$ cat src/rtl/mbx_regs_pkg.sv
package mbx_regs_pkg;
  localparam int BUS_W     = 32;
  localparam int BE_W      = BUS_W / 8;
  localparam int Q_AVL_BIT = 5;
  localparam int Q_WRN_BIT = 6;
  localparam int Q_OVF_BIT = 7;
  localparam int RSV_LO    = 1;
  localparam int RSV_HI    = 4;
  localparam int WIPE_LO   = 1;
  localparam int WIPE_HI   = 7;

  typedef struct packed {
    logic ovf;
    logic wrn;
    logic avl;
  } q_evt_t;
endpackage

$ cat src/rtl/mbx_set_route.sv
module mbx_set_route
  import mbx_regs_pkg::*;
#(
  parameter int DATA_W = 32
) (
  input  logic              q_mode_i,
  input  logic [DATA_W-1:0] done_i,
  input  q_evt_t            q_evt_i,
  output logic [DATA_W-1:0] set_o
);
  for (genvar b = 0; b < DATA_W; b++) begin : g_bit
    if (b == Q_AVL_BIT) begin : g_avl
      assign set_o[b] = q_mode_i ? q_evt_i.avl : done_i[b];
    end else if (b == Q_WRN_BIT) begin : g_wrn
      assign set_o[b] = q_mode_i ? q_evt_i.wrn : done_i[b];
    end else if (b == Q_OVF_BIT) begin : g_ovf
      assign set_o[b] = q_mode_i ? q_evt_i.ovf : done_i[b];
    end else if (b >= RSV_LO && b <= RSV_HI) begin : g_rsv
      assign set_o[b] = ~q_mode_i & done_i[b];
    end else begin : g_mbx
      assign set_o[b] = done_i[b];
    end
  end
endmodule

$ cat src/rtl/mbx_flag_bank.sv
module mbx_flag_bank
  import mbx_regs_pkg::*;
#(
  parameter int DATA_W = 32
) (
  input  logic              clk_i,
  input  logic              rst_ni,
  input  logic [DATA_W-1:0] set_i,
  input  logic [DATA_W-1:0] clr_i,
  input  logic              wipe_i,
  output logic [DATA_W-1:0] flag_o
);
  for (genvar b = 0; b < DATA_W; b++) begin : g_flag
    logic wipe_b;
    if (b >= WIPE_LO && b <= WIPE_HI) begin : g_w
      assign wipe_b = wipe_i;
    end else begin : g_nw
      assign wipe_b = 1'b0;
    end
    always_ff @(posedge clk_i or negedge rst_ni) begin
      if (!rst_ni)     flag_o[b] <= 1'b0;
      else if (wipe_b) flag_o[b] <= 1'b0;
      else             flag_o[b] <= set_i[b] | (flag_o[b] & ~clr_i[b]); // set beats clear
    end
  end
endmodule

$ cat src/rtl/mbx_irq_gen.sv
module mbx_irq_gen #(
  parameter int DATA_W = 32
) (
  input  logic              clk_i,
  input  logic              rst_ni,
  input  logic [DATA_W-1:0] flag_i,
  input  logic [DATA_W-1:0] en_i,
  output logic              irq_o
);
  always_ff @(posedge clk_i or negedge rst_ni) begin
    if (!rst_ni) irq_o <= 1'b0;
    else         irq_o <= |(flag_i & en_i);
  end
endmodule

$ cat src/rtl/mbx_stat_irq.sv
module mbx_stat_irq
  import mbx_regs_pkg::*;
#(
  parameter int                ADDR_W   = 8,
  parameter logic [ADDR_W-1:0] STAT_OFF = 8'h30,
  parameter logic [ADDR_W-1:0] IEN_OFF  = 8'h34
) (
  input  logic              clk_i,
  input  logic              rst_ni,
  input  logic [ADDR_W-1:0] addr_i,
  input  logic              wr_en_i,
  input  logic [BE_W-1:0]   wr_be_i,
  input  logic [BUS_W-1:0]  wdata_i,
  output logic [BUS_W-1:0]  rdata_o,
  input  logic              fifo_mode_i,
  input  logic [BUS_W-1:0]  mbx_done_i,
  input  logic              fifo_avail_i,
  input  logic              fifo_warn_i,
  input  logic              fifo_ovf_i,
  output logic              irq_o
);
  logic             word_wr;
  logic             stat_wr;
  logic             ien_wr;
  logic             mode_q;
  logic             mode_chg;
  logic [BUS_W-1:0] stat_q;
  logic [BUS_W-1:0] ien_q;
  logic [BUS_W-1:0] set_vec;
  logic [BUS_W-1:0] clr_vec;
  q_evt_t           q_evt;

  assign word_wr  = wr_en_i & (&wr_be_i);
  assign stat_wr  = word_wr & (addr_i == STAT_OFF);
  assign ien_wr   = word_wr & (addr_i == IEN_OFF);
  assign clr_vec  = stat_wr ? wdata_i : '0;
  assign mode_chg = fifo_mode_i ^ mode_q;
  assign q_evt    = '{ovf: fifo_ovf_i, wrn: fifo_warn_i, avl: fifo_avail_i};

  always_ff @(posedge clk_i or negedge rst_ni) begin
    if (!rst_ni) begin
      mode_q <= 1'b0;
      ien_q  <= '0;
    end else begin
      mode_q <= fifo_mode_i;
      if (ien_wr) ien_q <= wdata_i;
    end
  end

  mbx_set_route #(.DATA_W(BUS_W)) u_route (
    .q_mode_i (fifo_mode_i),
    .done_i   (mbx_done_i),
    .q_evt_i  (q_evt),
    .set_o    (set_vec)
  );

  mbx_flag_bank #(.DATA_W(BUS_W)) u_flags (
    .clk_i  (clk_i),
    .rst_ni (rst_ni),
    .set_i  (set_vec),
    .clr_i  (clr_vec),
    .wipe_i (mode_chg),
    .flag_o (stat_q)
  );

  mbx_irq_gen #(.DATA_W(BUS_W)) u_irq (
    .clk_i  (clk_i),
    .rst_ni (rst_ni),
    .flag_i (stat_q),
    .en_i   (ien_q),
    .irq_o  (irq_o)
  );

  always_comb begin
    if (addr_i == STAT_OFF)     rdata_o = stat_q;
    else if (addr_i == IEN_OFF) rdata_o = ien_q;
    else                        rdata_o = '0;
  end
endmodule

$ cat config.mk
export PLATFORM = sky130hd
export DESIGN_NAME = mbx_stat_irq
export DESIGN_NICKNAME = d
export VERILOG_FILES = /design/src/rtl/mbx_regs_pkg.sv /design/src/rtl/mbx_set_route.sv /design/src/rtl/mbx_flag_bank.sv /design/src/rtl/mbx_irq_gen.sv /design/src/rtl/mbx_stat_irq.sv
export SDC_FILE = /design/constraint.sdc
export NUM_CORES = 1
export LEC_CHECK = 0
export ABC_CLOCK_PERIOD_IN_PS = 2150
export BUFFER_PORTS_ARGS = -buffer_cell sky130_fd_sc_hd__buf_2
export CORE_MARGIN = 2
export CORE_UTILIZATION = 49
export DETAILED_ROUTE_END_ITERATION = 10
export GPL_TIMING_DRIVEN = 0
export HOLD_SLACK_MARGIN = 0.05
export PLACE_DENSITY = 0.85
export SETUP_SLACK_MARGIN = 0.4
export SLEW_MARGIN = 20
export SYNTH_ARGS = -nofsm -noshare
export SYNTH_HDL_FRONTEND = slang
export SYNTH_SLANG_ARGS = --single-unit
$ cat constraint.sdc
create_clock -name clk_i -period 2.15 [get_ports clk_i]
set_input_delay 0.3225 -clock clk_i [delete_from_list [all_inputs] [get_ports clk_i]]
set_output_delay 0.3225 -clock clk_i [all_outputs]
set_load 0.02 [all_outputs]
After elaboration in Yosys (flattened, before gate mapping)
Cells that the tools add are included.
{"block": "word_totals", "out_inout_bits": 33, "wordCells": 158, "reg_bits": 66, "in_bits": 83}
{"block": "classes", "n_mux": 13, "n_bitwise": 106, "reduce_logical": 2, "n_eq_ne": 2}
{"operator": "$mux 32", "count": 3}
{"operator": "$and 1x1->1", "count": 39}
{"operator": "$not 1->1", "count": 33}
{"operator": "$and 32x32->32", "count": 1}
{"operator": "$or 1x1->1", "count": 32}
{"operator": "$reduce_or 32->1", "count": 1}
{"operator": "$eq 8x6->1 const B", "count": 2}
{"operator": "$mux 1", "count": 10}
{"operator": "$reduce_and 4->1", "count": 1}
{"operator": "$xor 1x1->1", "count": 1}

Longest topological paths before layout
Gate-level depths: netlist of the first run.
{"block": "depth", "ltp_word": 8, "depth_mapped": 4}

Cells and area by module
Synthesis of the first run repeated with hierarchy kept, for this count alone.
{"block": "unflattened", "cells_unflattened": 341, "hier_area_um2": 3666.0}
{"module": "mbx_stat_irq", "area_each_um2": 1986.9, "seq_area_each_um2": 825.8, "instances": 1, "cells_each": 184}
{"module": "mbx_flag_bank", "area_each_um2": 1239.9, "seq_area_each_um2": 800.8, "instances": 1, "cells_each": 103}
{"module": "mbx_set_route", "area_each_um2": 256.5, "seq_area_each_um2": 0.0, "instances": 1, "cells_each": 32}
{"module": "mbx_irq_gen", "area_each_um2": 182.7, "seq_area_each_um2": 25.0, "instances": 1, "cells_each": 22}

Worst setup path after synthesis of the first run
OpenSTA, ideal clock, no wires.
{"block": "synth_path", "kind": "in2out", "from": "in addr_i[2]", "to": "out rdata_o[10]", "path_stages": 4, "n_path_buf": 1, "t_required_ps": 1827, "arrival_ps": 1679, "setup_slack_ps": 148, "path_cell_list": "or4_1 > nor2_1 > clkbuf_1 > a22o_1"}
{"block": "synth_between", "elab_chain_len": 3, "elab_cells_between_ends": 4, "classes_between": "2 x eq/ne; 2 x mux"}
{"element": "from (decl)", "line_no": "mbx_stat_irq.sv:10", "text": "input logic [ADDR_W-1:0] addr_i,"}
{"element": "$eq 8x6->1", "line_no": "mbx_stat_irq.sv:76", "text": "else if (addr_i == IEN_OFF) rdata_o = ien_q;"}
{"element": "$mux 32", "line_no": "mbx_stat_irq.sv:76"}
{"element": "$mux 32 (*)", "line_no": "mbx_stat_irq.sv:75", "text": "if (addr_i == STAT_OFF) rdata_o = stat_q;"}
{"element": "to (decl)", "line_no": "mbx_stat_irq.sv:14", "text": "output logic [BUS_W-1:0] rdata_o,"}
Mark *: on every way between the ends. The rest lies on a longest branch, timed or not.

Final worst setup path of the first run
{"block": "layout_path", "from": "in addr_i[0]", "to": "out rdata_o[24]"}
The elaborated chain is that of the path after synthesis.

==> results.sh, run 1 <==
export IMPL_pre_cts_ws_ns=-0.01265
export IMPL_clkTransAtPathRegs_ns=0.07
export IMPL_drt_vias_per_instance=6.029
export IMPL_synth_most_common_cell="dfrtp_1"
export IMPL_drt_pass1_iterations=5
export IMPL_min_from="wdata_i[17]"
export IMPL_crit_fanout=7
export IMPL_place_gp_congestion=0.8228
export IMPL_period_share=0.9237
export IMPL_wl_per_cell_um=21.84
export IMPL_final_area_um2=5084
export IMPL_synthMuxAreaShare=0.1261
export IMPL_portBuffers=115
export IMPL_clock_latency_ns=0.35
export IMPL_tightest_slew_ns=0.4743
export IMPL_slew_headroom=0.6812
export IMPL_grt_max_degree=36
export IMPL_worstSetupStartpointType="primary input"
export IMPL_overflow=0
export IMPL_setup_ws_ns=0.1640
export IMPL_cp_cell_sequence="buf_6 -> or4_4 -> nor2_4 -> buf_12 -> clkbuf_16 -> a22o_4 -> buf_6"
export IMPL_path_delay_family="simple AND/OR/NAND/NOR gates"
export IMPL_cpMostUsedCell="buf_6"
export IMPL_synth_edf_count=0
export IMPL_skew_ns=0.007491
export IMPL_synth_cell_types=25
export IMPL_ys_ff_latch=66
export IMPL_drive_gt1_frac=0.5347
export IMPL_end_kind="primary output"
export IMPL_drc_errors=0
export IMPL_crit_slowest_cell="or4_4"
export IMPL_leakage_nw=2.468
export IMPL_finalHoldViolations=0
export IMPL_powerDensity_nw_per_um2=508.5
export IMPL_die_y_um=83.88
export IMPL_syn_area_per_cell_um2=11.25
export IMPL_synth_adder_area_share=0
export IMPL_yosys_top_cells_count="dfrtp_1 (66), a22o_1 (32), inv_1 (29), mux2_2 (29), nor2_1 (28)"
export IMPL_cts_root_buf="clkbuf_8"
export IMPL_postRouteAntennaNets=0
export IMPL_grt_first_pass_wirelength_um=17680
export IMPL_min_to="u_flags.flag_o[17]"
export IMPL_routed_wl_um=11120
export IMPL_h_tree_depth=3
export IMPL_cts_sinks=66
export IMPL_initial_core_util=0.4981
export IMPL_worst_path_buf_inv=4
export IMPL_ys_warn_count=0
export IMPL_final_nets=510
export IMPL_reg2reg_depth=3
export IMPL_fp_dieW_um=83.88
export IMPL_syn_inst=278
export IMPL_numCtsBuffers=9
export IMPL_worstSetupPathType="in -> out"
export IMPL_outcome="finished, final reports clean"
export IMPL_synth_xor_area_share=0.002801
export IMPL_hold_path_class="in -> reg"
export IMPL_clockBufferDepth=2
export IMPL_min_path_cells=2
export IMPL_area_growth_pct=62.59
export IMPL_cp_num_cells=7
export IMPL_slew_violations=0
export IMPL_rows=29
export IMPL_grt_pass1_vias=3313
export IMPL_synth_async_reset_ratio=1.000
export IMPL_setup_violations=0
export IMPL_yosys_area_top_type="dfrtp_1"
export IMPL_drtIter0Drc=135
export IMPL_worstPathRequired_ns=1.83
export IMPL_r2r_end="u_irq.irq_o"
export IMPL_finalCriticalPeriod_ns=1.986
export IMPL_tritoncts="done"
export IMPL_synth_fp_nets=361
export IMPL_core_um2=6277
export IMPL_synth_top_cell_area_share=0.5282
export IMPL_fmax_ghz=0.5035
export IMPL_synth_area_um2=3127
export IMPL_peakVddDrop_v=0.0004072
export IMPL_synth_compound_area_share=0.2053
export IMPL_power_w=0.002585
export IMPL_placed_area_um2=4163
export IMPL_ff2ff_setup_slack_ns=0.64
export IMPL_track_usage=0.3321
export IMPL_diodes=0
export IMPL_yosysSeqAreaShare=0.5282
export IMPL_yosys_area_share_simple=0.07883
export IMPL_via_count=3069
export IMPL_die_area_um2=7036
export IMPL_synthTopCellsByArea="dfrtp_1 (53%), mux2_2 (10%), a22o_1 (9.0%)"
export IMPL_synth_top_family_by_area="compound AO/OA/AOI/OAI gates"
export IMPL_pin_count=116
export IMPL_ys_flop_type="dfrtp_1"
export IMPL_antenna_found_initial=0
export IMPL_max_stage_delay_ns=0.55
export IMPL_rsz0062_at_grt="true"
export IMPL_cap_viol_max_count=0
export IMPL_dpl_hpwl_um=6474
export IMPL_r2r_start="u_flags.flag_o[27]"
export IMPL_worstPathArrival_ns=1.66
[cell type report]
class / count / area (um2)
clock inverter: 1 / 5.005
tap: 77 / 96.34
sequential: 66 / 1652
inverter: 29 / 108.9
fill: 358 / 1194
buffer: 13 / 226.5
multi-input combinational: 170 / 1582
timing repair buffer: 138 / 1217
clock buffer: 15 / 196.4
[power breakdown]
part | leakage, nW | switching (W) | internal, W
logic | 1.58 | 0.000123 | 0.000106
clock network | 0.106 | 0.000482 | 0.000576
registers | 0.778 | 0.0000311 | 0.00127
[state kept, by name, summed over array words and instances, names as in the netlist]
| name | count |
|---|---|
| u_flags.flag_o | 32 |
| mode_q | 1 |
| u_irq.irq_o | 1 |
| ien_q | 32 |
[worst register-to-register path: stages, from the launching register on]
cell and delay, ns:
dfrtp_1 0.42, a22oi_1 0.32, nand4_1 0.20, or4_1 0.44
[routing by layer]
metal,GRT usage,routed length (um),vias to the layer above
met2,0.5498,5587,160
li1,-,-,1339
met1,0.4130,4473,1540
met4,0.1334,338,0
met3,0.09001,718,30
met5,0,0,-
[placed cells by master (no fill, tap or decap), types with 2 or more instances in the layout]
cell type and count:
nor2_1 26, a31oi_1 25, nor2_4 2, nand4_1 4, mux2_2 29, a22oi_1 16, buf_4 5, o21ai_0 5
mux2_1 5, nor2b_1 3, nand2_1 5, buf_12 8, o21ai_1 2, a22o_4 30, buf_6 37, a21oi_1 3
buf_16 3, clkbuf_16 12, a32oi_1 4, dfrtp_1 66, clkbuf_8 14, a22o_1 2, buf_2 82, clkbuf_1 2
inv_1 29
[stage by stage]
| stage | hold WS (ns) | cells | setup TNS [ns] | utilization |
|---|---|---|---|---|
| after floorplan | 0.02691 | 278 | 0 | - |
| after global placement | 0.5132 | 470 | -0.08075 | 0.6596 |
| after detailed placement | 0.2914 | 471 | -0.07601 | 0.6631 |
| after CTS | 0.1541 | 507 | 0 | 0.8025 |
| after global routing | 0.1512 | 509 | 0 | 0.8098 |
| final | 0.1614 | 509 | 0 | 0.8098 |
[timing repair]
action | in CTS | in global routing
setup buffers | 10 | 2
hold endpoints to repair | 31 | 0
setup endpoints to repair | 52 | 94
cloned | 9 | 0
resized for setup | 86 | 6
pin swaps | 7 | 33
hold buffers | 1 | 0
[how the worst max path moves through the flow]
stage / startpoint / end
2_1_floorplan: addr_i[3] / ien_q[0]
3_3_place_gp: addr_i[3] / rdata_o[16]
3_5_place_dp: addr_i[3] / rdata_o[16]
4_1_cts: addr_i[0] / rdata_o[16]
5_1_grt: addr_i[0] / rdata_o[16]
6_report: addr_i[0] / rdata_o[24]
[kinds of logic after synthesis]
| group | Yosys count |
|---|---|
| buffers and inverters | 42 |
| muxes | 35 |
| DFF | 66 |
| xor gates and xnor gates | 1 |
| and+or+nand+nor | 47 |
| AOI/OAI and AO/OA | 87 |
Power figures use the tool's default switching activity.
==> run 2: changes to the inputs <==
--- a/config.mk
+++ b/config.mk
@@ -6,10 +6,10 @@
 export NUM_CORES = 1
 export LEC_CHECK = 0
 export ABC_CLOCK_PERIOD_IN_PS = 2150
-export BUFFER_PORTS_ARGS = -buffer_cell sky130_fd_sc_hd__buf_2
 export CORE_MARGIN = 2
-export CORE_UTILIZATION = 49
+export CORE_UTILIZATION = 63
 export DETAILED_ROUTE_END_ITERATION = 10
+export DONT_BUFFER_PORTS = 1
 export GPL_TIMING_DRIVEN = 0
 export HOLD_SLACK_MARGIN = 0.05
 export PLACE_DENSITY = 0.85
==> run 2 against run 1 <==
  * The flow now finishes with violations (hold timing)
  * Combinational power is 62% lower
  * Setup slack improved by 0.17 ns
  * Clock power hardly changed
  * Clock-buffer cell count decreased by 2
  * Register-to-register slack hardly changed
  * Critical path depth shrank 2
  * Die area fell by 21%
  * Sequential power barely moved
  * Wire length is 22% lower
  * Critical path type unchanged
  * Largest power group unchanged
  * Highest routed layer unchanged
==> results.sh, run 2 (synthesis gave the netlist of run 1 again) <==
export IMPL_via_count=2452
export IMPL_routed_wl_um=8696
export IMPL_fp_dieW_um=74.45
export IMPL_clockBufferDepth=2
export IMPL_wl_per_cell_um=23.44
export IMPL_p_sw_w=0.0005416
export IMPL_peakVddDrop_v=0.0006269
export IMPL_tightest_slew_ns=0.5256
export IMPL_worstSetupPathType="in -> out"
export IMPL_die_area_um2=5543
export IMPL_slew_headroom=0.6470
export IMPL_hold_path_class="in -> async"
export IMPL_period_share=0.8446
export IMPL_finalHoldViolations=66
export IMPL_drt_vias_per_instance=6.609
export IMPL_cts_sinks=66
export IMPL_pin_count=116
export IMPL_leakage_nw=1.822
export IMPL_rsz0062_at_grt="true"
export IMPL_hold_buffers=1
export IMPL_pwr_share_comb=0.035
export IMPL_drc_errors=0
export IMPL_final_nets=383
export IMPL_cap_viol_max_count=0
export IMPL_multi_input_area_um2=1595
export IMPL_mostFrequentLayoutCell="dfrtp_1"
export IMPL_fin_hold_ws_ns=-0.3339
export IMPL_tritoncts="done"
export IMPL_seq_area_um2=1652
export IMPL_area_growth_pct=27.65
export IMPL_dpl_hpwl_um=5625
export IMPL_violations="hold timing"
export IMPL_crit_fanout=8
export IMPL_overflow=0
export IMPL_slew_violations=0
export IMPL_fillers=265
export IMPL_worstPathArrival_ns=1.49
export IMPL_final_cell_mix="dfrtp_1 (66), a22o_4 (32), inv_1 (29), mux2_2 (29), nor2_1 (26)"
export IMPL_diodes=0
export IMPL_top_regs="ien_q (32), u_flags.flag_o (32)"
export IMPL_grt_max_degree=67
export IMPL_core_um2=4755
export IMPL_worstPathRequired_ns=1.83
export IMPL_drt_pass1_iterations=4
export IMPL_portBuffers=0
export IMPL_power_internal_w=0.001933
export IMPL_power_frac_clock=0.440
export IMPL_outcome="finished with violations"
export IMPL_postRouteAntennaNets=0
export IMPL_place_gp_congestion=0.8147
export IMPL_cts_root_buf="clkbuf_8"
export IMPL_seqPwrFrac=0.525
export IMPL_dp_cells=345
export IMPL_drive_gt1_frac=0.3421
export IMPL_fin_tns_setup_ns=0
export IMPL_drtIter0Drc=272
export IMPL_grt_first_pass_wirelength_um=12690
export IMPL_die_y_um=74.45
export IMPL_skew_ns=0.006729
export IMPL_powerDensity_nw_per_um2=619.9
export IMPL_grt_pass1_vias=2484
export IMPL_numCtsBuffers=9
export IMPL_h_tree_depth=3
export IMPL_worstSetupStartpointType="primary input"
export IMPL_initial_core_util=0.6576
export IMPL_setup_violations=0
export IMPL_antenna_found_initial=0
export IMPL_finalCriticalPeriod_ns=1.816
export IMPL_clkTransAtPathRegs_ns=0.07
export IMPL_p_sw_frac=0.2189
export IMPL_end_kind="primary output"
export IMPL_finalNonFillerCells=371
export IMPL_fmax_ghz=0.5507
export IMPL_track_usage=0.3180
export IMPL_clock_latency_ns=0.34
export IMPL_rows=25
[run 2: area by class of cell]
type / instances / area share
clock buffers: 13 / 0.04232
well taps: 67 / 0.02100
flip-flops and latches: 66 / 0.4138
multi-input cells: 170 / 0.3997
inverters: 29 / 0.02727
clock inverters: 2 / 0.008777
plain buffers: 13 / 0.04702
repair buffers: 11 / 0.04013
[run 2: metrics by stage]
step,util,area [um2],power [W],worst slack [ns]
after floorplan,-,3468,0.001382,0.3429
after global placement,0.7471,3552,0.001395,0.1693
after detailed placement,0.7471,3552,0.001402,0.1458
after CTS,0.8205,3901,0.002463,0.3327
after global routing,0.8395,3991,0.002546,0.3121
final,0.8395,3991,0.002474,0.3341
[run 2: path summary, 6_finish.rpt]
check,start,slack [ns],end,cells after the start
max,addr_i[2],0.33,rdata_o[12],5
min,rst_ni,-0.33,ien_q[23],0
max reg2reg,u_flags.flag_o[29],0.64,u_irq.irq_o,3
min reg2reg,ien_q[4],0.54,ien_q[4],1
max in group asynchronous,rst_ni,2.37,ien_q[1],0
min in group clk_i,wdata_i[10],0.06,u_flags.flag_o[10],1
[run 2: worst max-delay path, stage by stage]
cell and delay (ns):
or4_4 0.55, nor2_4 0.13, buf_12 0.16, clkbuf_16 0.15
a22o_4 0.17
[run 2: repair_timing]
item / in CTS / in global routing
setup buffers: 4 / 1
pin swaps: 6 / 16
gates resized for setup: 9 / 4
gates cloned: 1 / 4
setup endpoints to repair: 32 / 32
endpoints found under the hold margin: 67 / 66
[run 2: routing by layer]
metal / part of all wire / vias to the layer above / GRT usage
met5: 0 / - / 0
met4: 0.020 / 0 / 0.1210
met3: 0.079 / 15 / 0.08401
met2: 0.52 / 119 / 0.5428
met1: 0.38 / 1236 / 0.3876
li1: - / 1082 / -
[run 2: power by group through the flow]
stage          logic [W]  registers, W  clock network (W)
2_1_floorplan  0.0000680       0.00131                  0
5_1_grt        0.0000968       0.00130            0.00115
3_3_place_gp   0.0000756       0.00132                  0
4_1_cts        0.0000847       0.00130            0.00108
6_report       0.0000866       0.00130            0.00109
3_5_place_dp   0.0000808       0.00132                  0
